## config.mk

```make
export PLATFORM = sky130hd
export DESIGN_NAME = oneshot_timer
export DESIGN_NICKNAME = d
export VERILOG_FILES = /design/src/rtl/osht_pkg.sv /design/src/rtl/osht_startup.sv /design/src/rtl/osht_code_filter.sv /design/src/rtl/osht_pulse.sv /design/src/rtl/oneshot_timer.sv
export SDC_FILE = /design/constraint.sdc
export NUM_CORES = 1
export LEC_CHECK = 0
export BUFFER_PORTS_ARGS = -buffer_cell sky130_fd_sc_hd__buf_4
export CAP_MARGIN = 30
export CORE_UTILIZATION = 45
export DETAILED_ROUTE_END_ITERATION = 8
export PLACE_DENSITY = 0.61
export SYNTH_ARGS = -nofsm -noshare
export SYNTH_HDL_FRONTEND = slang
export SYNTH_SLANG_ARGS = --single-unit
```

## constraint.sdc

```tcl
create_clock -name clk -period 3.6 [get_ports clk]
set_input_delay 0.72 -clock clk [delete_from_list [all_inputs] [get_ports clk]]
set_output_delay 0.72 -clock clk [all_outputs]
set_load 0.05 [all_outputs]
```

## src/rtl/osht_pkg.sv

```systemverilog
package osht_pkg;

   // Settle time, in clock periods, for a code step of the given size.
   function automatic int unsigned settle_cycles(input int unsigned step,
                                                 input int unsigned unit,
                                                 input int unsigned bias);
      return unit * (step + bias);
   endfunction

   // Bit count needed to hold a value up to 'v'.
   function automatic int unsigned bits_for(input int unsigned v);
      return (v < 2) ? 1 : $clog2(v + 1);
   endfunction

endpackage

```

## src/rtl/osht_startup.sv

```systemverilog
module osht_startup #(
   parameter int unsigned START_CYC = 500
) (
   input  logic clk,
   input  logic rst_n,
   output logic done_o,
   output logic fire_o
);
   localparam int unsigned SW = osht_pkg::bits_for(START_CYC);

   logic [SW-1:0] cnt_q;
   logic          done_q;

   assign fire_o = !done_q && (cnt_q == SW'(START_CYC - 1));
   assign done_o = done_q;

   always_ff @(posedge clk or negedge rst_n) begin
      if (!rst_n) begin
         cnt_q  <= '0;
         done_q <= 1'b0;
      end else if (!done_q) begin
         if (fire_o) done_q <= 1'b1;
         else        cnt_q  <= cnt_q + SW'(1);
      end
   end
endmodule

```

## src/rtl/osht_code_filter.sv

```systemverilog
module osht_code_filter #(
   parameter int unsigned CODE_W      = 3,
   parameter int unsigned SETTLE_UNIT = 16,
   parameter int unsigned SETTLE_BIAS = 6
) (
   input  logic              clk,
   input  logic              rst_n,
   input  logic              capture_i,
   input  logic              run_i,
   input  logic [CODE_W-1:0] raw_i,
   output logic [CODE_W-1:0] eff_o,
   output logic [CODE_W-1:0] cand_o
);
   localparam int unsigned MAX_LIM = osht_pkg::settle_cycles((1 << CODE_W) - 1,
                                                             SETTLE_UNIT, SETTLE_BIAS);
   localparam int unsigned CW      = osht_pkg::bits_for(MAX_LIM);

   logic [CODE_W-1:0] eff_q, cand_q, step;
   logic [CW-1:0]     cnt_q, limit;

   assign step  = (cand_q > eff_q) ? (cand_q - eff_q) : (eff_q - cand_q);
   assign limit = CW'(osht_pkg::settle_cycles(int'(step), SETTLE_UNIT, SETTLE_BIAS));

   always_ff @(posedge clk or negedge rst_n) begin
      if (!rst_n) begin
         eff_q  <= '0;
         cand_q <= '0;
         cnt_q  <= '0;
      end else if (capture_i) begin
         eff_q  <= raw_i;
         cand_q <= raw_i;
         cnt_q  <= '0;
      end else if (run_i) begin
         if (raw_i != cand_q) begin
            cand_q <= raw_i;
            cnt_q  <= '0;
         end else if (cand_q != eff_q) begin
            if (cnt_q == limit - CW'(1)) begin
               eff_q <= cand_q;
               cnt_q <= '0;
            end else begin
               cnt_q <= cnt_q + CW'(1);
            end
         end else begin
            cnt_q <= '0;
         end
      end
   end

   assign eff_o  = eff_q;
   assign cand_o = cand_q;
endmodule

```

## src/rtl/osht_pulse.sv

```systemverilog
module osht_pulse #(
   parameter int unsigned CODE_W      = 3,
   parameter int unsigned BASE_CNT    = 1,
   parameter int unsigned SHIFT_STEP  = 3,
   parameter int unsigned SYNC_STAGES = 2
) (
   input  logic              clk,
   input  logic              rst_n,
   input  logic              en_i,
   input  logic              pol_i,
   input  logic              trig_i,
   input  logic [CODE_W-1:0] code_i,
   output logic              out_o,
   output logic              active_o,
   output logic              edge_o
);
   localparam int unsigned PW = osht_pkg::bits_for(BASE_CNT)
                              + SHIFT_STEP * ((1 << CODE_W) - 1);

   logic          sh_q [SYNC_STAGES+1];
   logic [PW-1:0] width, cnt_q;
   logic          active_q;

   for (genvar i = 0; i <= SYNC_STAGES; i++) begin : g_sync
      if (i == 0) begin : g_first
         always_ff @(posedge clk or negedge rst_n) begin
            if (!rst_n) sh_q[i] <= 1'b0;
            else        sh_q[i] <= trig_i;
         end
      end else begin : g_next
         always_ff @(posedge clk or negedge rst_n) begin
            if (!rst_n) sh_q[i] <= 1'b0;
            else        sh_q[i] <= sh_q[i-1];
         end
      end
   end

   assign edge_o = sh_q[SYNC_STAGES-1] & ~sh_q[SYNC_STAGES];
   assign width  = PW'(BASE_CNT) << (SHIFT_STEP * int'(code_i));

   always_ff @(posedge clk or negedge rst_n) begin
      if (!rst_n) begin
         active_q <= 1'b0;
         cnt_q    <= '0;
      end else if (!en_i) begin
         active_q <= 1'b0;
         cnt_q    <= '0;
      end else if (active_q) begin
         if (cnt_q >= width - PW'(1)) begin
            active_q <= 1'b0;
            cnt_q    <= '0;
         end else begin
            cnt_q <= cnt_q + PW'(1);
         end
      end else if (edge_o) begin
         active_q <= 1'b1;
         cnt_q    <= '0;
      end
   end

   assign active_o = active_q;
   assign out_o    = en_i & (pol_i ^ active_q);
endmodule

```

## src/rtl/oneshot_timer.sv

```systemverilog
module oneshot_timer #(
   parameter int unsigned CODE_W      = 3,
   parameter int unsigned BASE_CNT    = 1,
   parameter int unsigned SHIFT_STEP  = 3,
   parameter int unsigned START_CYC   = 500,
   parameter int unsigned SETTLE_UNIT = 16,
   parameter int unsigned SETTLE_BIAS = 6,
   parameter int unsigned SYNC_STAGES = 2
) (
   input  logic              clk,
   input  logic              rst_n,
   input  logic [CODE_W-1:0] code_i,
   input  logic              pol_i,
   input  logic              trig_i,
   output logic              pulse_o
);
   if (CODE_W < 1 || CODE_W > 4) begin : g_bad_code
      $error("oneshot_timer: CODE_W out of range");
   end
   if (SYNC_STAGES < 2) begin : g_bad_sync
      $error("oneshot_timer: SYNC_STAGES must be at least 2");
   end
   if (START_CYC < 1 || BASE_CNT < 1 || SETTLE_UNIT < 1) begin : g_bad_count
      $error("oneshot_timer: counts must be nonzero");
   end

   logic              started, start_fire;
   logic              active, edge_seen;
   logic [CODE_W-1:0] eff_code, cand_code;

   osht_startup #(.START_CYC(START_CYC)) u_start (
      .clk    (clk),
      .rst_n  (rst_n),
      .done_o (started),
      .fire_o (start_fire)
   );

   osht_code_filter #(
      .CODE_W      (CODE_W),
      .SETTLE_UNIT (SETTLE_UNIT),
      .SETTLE_BIAS (SETTLE_BIAS)
   ) u_filt (
      .clk       (clk),
      .rst_n     (rst_n),
      .capture_i (start_fire),
      .run_i     (started),
      .raw_i     (code_i),
      .eff_o     (eff_code),
      .cand_o    (cand_code)
   );

   osht_pulse #(
      .CODE_W      (CODE_W),
      .BASE_CNT    (BASE_CNT),
      .SHIFT_STEP  (SHIFT_STEP),
      .SYNC_STAGES (SYNC_STAGES)
   ) u_pulse (
      .clk      (clk),
      .rst_n    (rst_n),
      .en_i     (started),
      .pol_i    (pol_i),
      .trig_i   (trig_i),
      .code_i   (eff_code),
      .out_o    (pulse_o),
      .active_o (active),
      .edge_o   (edge_seen)
   );
endmodule

```

==> impl_metrics.yaml, run 1 <==
routing:
  via_per_inst: 5.738
  first_pass_iters: 4
  vias: 2869
  ant_nets: 0
  drc: 0
  avgRoutedWirePerCell_um: 15.25
  drt-initial-drc-count: 108
  routed_wl_um: 7626
critical_path:
  crit_path_end_kind: "flip-flop"
  path_depth: 14
  cp_max_fo: 12
  reg2reg_depth: 14
  crit_buf_inv: 3
  path_delay_family: "XOR/XNOR gates"
  cp_data_arrival_time_ps: 3560
  crit_slowest_cell: "or3b_1"
  worstPathRequired_ps: 3800
  path_cells: "buf_4 > inv_1 > ha_1 > a21oi_1 > a31oi_1 > mux2i_1 > xor2_1 > buf_4 > ha_1 > xnor2_1 > xnor2_1 > or3b_1 > mux2i_1 > o21ai_1"
  worstSetupPathType: "reg -> reg"
  cpPeakStageDelay_ps: 490
  startpoint_type: "flip-flop"
logic_synthesis:
  synth_edf_count: 0
  synth_area_um2: 3543
  synth-seq-cells: 50
  muxShareOfSynthArea_pct: 2.860
  synth_compound_area_share_pct: 15.01
  synthAdderAreaFrac_pct: 13.49
  synthFlopType: "dfrtp_1"
  synth-simple-area-share_pct: 23.91
  seq_area_frac_synth_pct: 35.31
  yosysTopAreaCell: "dfrtp_1"
  async_flop_share_pct: 100.0
  syn_area_per_cell_um2: 9.062
  synth_nets: 435
  ys.warnings.count: 0
  synth_top_family_by_area: "simple AND/OR/NAND/NOR gates"
  synth_top_area_share_pct: 35.31
  synth-xor-area-share_pct: 4.944
  ys_types: 54
  syn_inst: 391
  synth_area_leaders: "dfrtp_1 35%, ha_1 12%, nand3_1 5.1%"
place:
  dp_hpwl_um: 5529
  post-place-ws_ps: 317.2
  gp_congestion: 0.7975
  port_buffers: 7
clock_network:
  ctsResizeCount: 0
  cts.clk_slew.worst_paths_ps: 100
  clkSinkCount: 50
  clockBufferDepth: 2
  cts_buffers: 5
  cts-root-buf: "clkbuf_8"
  htree_levels: 2
  cts_tree: "yes"
  clk_latency_ps: 320
floorplanning:
  die_y_um: 90.74
  die_w_um: 90.74
  rows: 31
  fp.coreArea_um2: 7447
  die_area_um2: 8233
  ios: 8
  start_util_pct: 47.58
sta:
  fin_ws_ps: 242.5
  worst_pin_slew_ps: 678.8
  hold_viol_final: 0
  fmax_mhz: 297.8
  slew-limit-headroom_pct: 54.75
  period_share_pct: 93.26
  fin_crit_ps: 3357
  setup_viol: 0
  slew_violations: 0
  clock_skew_ps: 7.134
  whs_ps: 368.9
finish:
  syn_to_final_growth_pct: 7.627
  num_antenna_cells: 0
  final_common_cell: "dfrtp_1"
  drive_above_1_share_pct: 9.476
  most-common-layout-cells: "50 x dfrtp_1, 45 x nand2_1, 36 x nand3_1, 35 x ha_1, 21 x inv_1"
  nets: 444
  fillers: 706
power:
  peakVddDrop_mv: 0.1488
  powerDensity_nw_per_um2: 250.2
  leakage_nw: 1.701
grt:
  grt_pass1_vias: 2693
  antenna_found_initial: 0
  track_usage_pct: 19.77
  grt_pass1_wl_um: 13080
  grt_start_max_net_pins: 51
  grt_overflow: 0
hold_path:
  holdPathStages: 0
  hold_path.class: "reg -> reg"
status:
  status: "completed"
flow_run:
  drv_cap: 0
==> synthesized netlist by cell type, drive strengths merged (4+ instances only) <==
cell type and n:
o21ai 23, and3 10, nand2b 4, clkbuf 6
inv 21, mux2i 9, and2 4, xnor2 10
buf 9, nand2 46, nand4 15, nor2 16
ha 35, dfrtp 50, o211ai 7, a31oi 18
a21o 7, nand3 36, nor3 7, nand3b 4
xor2 10, a21oi 11
==> power by group <==
part / leakage [nW] / internal, mW / switching, mW
Clock: 0.0491 / 0.144 / 0.226
Sequential: 0.651 / 0.563 / 0.000513
Combinational: 1.00 / 0.00583 / 0.0153
==> worst reg2reg max path, delay by kind of cell (launching register included) <==
| kind | cells | cell delay [ps] |
|---|---|---|
| and+or+nand+nor | 1 | 490 |
| xor gates and xnor gates | 3 | 570 |
| DFF | 1 | 360 |
| adders and majority gates | 2 | 500 |
| AOI/OAI and AO/OA | 3 | 410 |
| muxes | 2 | 450 |
| buffers and inverters | 3 | 460 |
==> metal layers <==
layer  routed length, µm  track usage (%)
met3                 239            3.030
met1                3908            28.55
met5                   0                0
met4                  88            5.780
met2                3390            30.43
==> through the flow <==
stage	utilization (%)	setup TNS [ps]	total power [mW]	std cells	instance area, µm²
global route	51.21	-2.606	0.9904	500	3814
CTS	51.01	0	0.9641	498	3799
detailed placement	49.73	0	0.5972	490	3704
finish	51.21	0	0.9540	500	3814
floorplan	-	0	0.5780	391	3543
global placement	49.73	0	0.5971	490	3704
==> cell type report <==
| type | count | area (µm²) | area share, % |
|---|---|---|---|
| Multi-Input combinational cell | 304 | 2133 | 55.94 |
| Tap cell | 99 | 123.9 | 3.248 |
| Timing Repair Buffer | 17 | 127.6 | 3.346 |
| Sequential cell | 50 | 1251 | 32.81 |
| Clock inverter | 3 | 26.28 | 0.6890 |
| Clock buffer | 5 | 68.82 | 1.804 |
| Inverter | 22 | 82.58 | 2.165 |
==> state kept, by name (all words and copies together), names as in the netlist <==
register          count
u_filt.cand_o         3
u_filt.cnt_q          8
u_filt.eff_o          3
u_pulse.active_o      1
u_pulse.cnt_q        22
u_pulse.sh_q          3
u_start.cnt_q         9
u_start.done_o        1
==> kinds of logic (layout without fill, tap and decap cells) <==
| family | count (synthesis) | after routing |
|---|---|---|
| AOI/OAI and AO/OA | 78 | 78 |
| xor gates and xnor gates | 20 | 20 |
| adders and majority gates | 37 | 37 |
| buffers and inverters | 37 | 47 |
| DFF | 50 | 50 |
| muxes | 10 | 10 |
| and+or+nand+nor | 159 | 159 |
==> final timing paths <==
kind                                        startpoint                      endpoint  slack, ps
max                        u_filt.eff_o[2]$_DFFE_PN0P_   u_filt.eff_o[0]$_DFFE_PN0P_        240
min                          u_pulse.sh_q[2]$_DFF_PN0_     u_pulse.sh_q[1]$_DFF_PN0_        370
max reg2reg                u_filt.eff_o[2]$_DFFE_PN0P_   u_filt.eff_o[0]$_DFFE_PN0P_        240
min reg2reg                  u_pulse.sh_q[2]$_DFF_PN0_     u_pulse.sh_q[1]$_DFF_PN0_        370
max in group asynchronous                        rst_n   u_filt.cnt_q[1]$_DFFE_PN0N_       2750
min in group asynchronous                        rst_n  u_pulse.cnt_q[3]$_DFFE_PN0P_        410
==> what timing repair did <==
action / in CTS / in global routing
hold buffers: 0 / 0
setup buffers: 0 / 2
endpoints found under the setup margin: 0 / 1
hold endpoints to repair: 0 / 0
Power figures use the tool's default switching activity.
==> inputs of run 2 (changes only) <==
- CORE_ASPECT_RATIO: default -> 0.7
==> impl_metrics.yaml, run 2 (same netlist as run 1, synthesis figures left out) <==
floorplanning:
  die_area_um2: 8238
  die_y_um: 76.24
  ios: 8
  fp.coreArea_um2: 7450
  rows: 26
  die_w_um: 108.1
  start_util_pct: 47.56
routing:
  first_pass_iters: 5
  via_per_inst: 5.802
  drc: 0
  avgRoutedWirePerCell_um: 15.39
  ant_nets: 0
  drt-initial-drc-count: 176
  routed_wl_um: 7633
  vias: 2878
sta:
  worst_pin_slew_ps: 734.8
  slew_violations: 0
  setup_viol: 0
  grt_setup_unrepaired: "yes"
  fmax_mhz: 301.8
  hold_viol_final: 0
  clock_skew_ps: 5.707
  fin_crit_ps: 3313
  period_share_pct: 92.03
  slew-limit-headroom_pct: 51.01
grt:
  track_usage_pct: 20.98
  grt_start_max_net_pins: 51
  antenna_found_initial: 0
  grt_pass1_wl_um: 13680
  grt_overflow: 0
  grt_pass1_vias: 2756
finish:
  syn_to_final_growth_pct: 7.592
  final_cells: 496
  most-common-layout-cells: "50 x dfrtp_1, 45 x nand2_1, 36 x nand3_1, 35 x ha_1, 21 x inv_1"
  reg.largest.list: "u_pulse.cnt_q x22, u_start.cnt_q x9, u_filt.cnt_q x8"
  nets: 441
  largest_register: "u_pulse.cnt_q"
  num_antenna_cells: 0
  drive_above_1_share_pct: 8.794
  largest_reg_flops: 22
  final_common_cell: "dfrtp_1"
  finish.instance_area_um2: 3812
power:
  swShare_pct: 22.62
  peakVddDrop_mv: 0.1929
  powerDensity_nw_per_um2: 264.6
  p_clk_share_pct: 42.1
  power_frac_seq_pct: 55.8
  switchingPower_mw: 0.2282
  power_frac_comb_pct: 2.1
  p_int_mw: 0.7806
  leakage_nw: 1.692
clock_network:
  clk_latency_ps: 320
  clkSinkCount: 50
  clockBufferDepth: 2
  cts_buffers: 5
  cts_tree: "yes"
  cts-root-buf: "clkbuf_8"
  htree_levels: 2
  cts.clk_slew.worst_paths_ps: 100
  ctsResizeCount: 0
critical_path:
  crit_slowest_cell: "or3b_1"
  crit_path_end_kind: "flip-flop"
  cpPeakStageDelay_ps: 470
  cp_data_arrival_time_ps: 3510
  startpoint_type: "flip-flop"
  worstSetupPathType: "reg -> reg"
  worstPathRequired_ps: 3800
  path_cells: "inv_1 > ha_1 > a21o_1 > a21oi_1 > a31oi_1 > mux2i_1 > xor2_1 > ha_1 > xnor2_1 > nand4_1 > or3b_1 > mux2i_1 > o21ai_1"
  cp_max_fo: 4
place:
  gp_congestion: 0.8150
  dp_hpwl_um: 5740
  placed_area_um2: 3687
  port_buffers: 7
  dp_cells: 487
flow_run:
  drv_cap: 0
hold_path:
  hold_path.class: "reg -> reg"
status:
  status: "completed"
[run 2: cell count changes in the layout (fill, tap and decap cells not counted)]
cell | previous run | this run
inv_8 | 0 | 1
bufinv_16 | 0 | 1
buf_4 | 17 | 14
clkinv_4 | 1 | 0
clkinvlp_4 | 0 | 1
inv_6 | 2 | 0
[run 2: timing repair]
action                                  CTS  global route
buffers inserted                          0             1
endpoints found under the setup margin    0             5
hold buffers                              0             0
[run 2: final cells by class]
cell class	count	area [µm²]
Inverter	22	82.58
Fill cell	719	3637
Timing Repair Buffer	14	105.1
Clock buffer	5	68.82
Clock inverter	3	48.80
Multi-Input combinational cell	304	2133
Tap cell	98	122.6
Sequential cell	50	1251
[run 2: power by group through the flow]
stage / clock network, mW / logic [mW] / registers, mW
after floorplan: 0 / 0.00350 / 0.574
after global placement: 0 / 0.0224 / 0.574
after detailed placement: 0 / 0.0222 / 0.575
after CTS: 0.438 / 0.0223 / 0.564
after global routing: 0.463 / 0.0245 / 0.564
final: 0.424 / 0.0210 / 0.563
[run 2: critical path: cells and delay by family, from the launching register on]
family	cells	cell delay (ps)
compound gates	4	490
simple gates	2	620
fa+ha+maj	2	640
buf+inv	1	140
flops	1	420
mux	2	440
xor+xnor	2	430
[run 2: routing by layer]
| metal | vias up | global-route usage [%] | wire length [µm] |
|---|---|---|---|
| met2 | 47 | 28.79 | 3030 |
| met5 | - | 0 | 0 |
| li1 | 1432 | - | - |
| met4 | 0 | 4.247 | 53 |
| met3 | 5 | 3.849 | 309 |
| met1 | 1394 | 33.57 | 4238 |
[run 2: per-stage QoR]
step / worst slack, ps / hold slack, ps / setup TNS [ps] / power, mW / util [%]
after floorplan: 502.3 / 331.2 / 0 / 0.5780 / -
after global placement: 392.0 / 331.9 / 0 / 0.5968 / 49.50
after detailed placement: 301.0 / 335.8 / 0 / 0.5967 / 49.50
after CTS: 280.5 / 354.2 / 0 / 1.024 / 51.07
after global routing: -24.20 / 371.9 / -46.19 / 1.052 / 51.18
final: 286.8 / 360.4 / 0 / 1.009 / 51.18
[run 2: path summary, 6_finish.rpt]
kind,from,endpoint,slack [ps],depth (start not counted)
setup / recovery,u_filt.eff_o[1]$_DFFE_PN0P_,u_filt.eff_o[0]$_DFFE_PN0P_,290,13
hold / removal,u_pulse.sh_q[2]$_DFF_PN0_,u_pulse.sh_q[1]$_DFF_PN0_,360,0
setup reg to reg,u_filt.eff_o[1]$_DFFE_PN0P_,u_filt.eff_o[0]$_DFFE_PN0P_,290,13
hold reg to reg,u_pulse.sh_q[2]$_DFF_PN0_,u_pulse.sh_q[1]$_DFF_PN0_,360,0
max in group asynchronous,rst_n,u_filt.cnt_q[6]$_DFFE_PN0N_,2730,1
min in group asynchronous,rst_n,u_pulse.cnt_q[2]$_DFFE_PN0P_,400,1
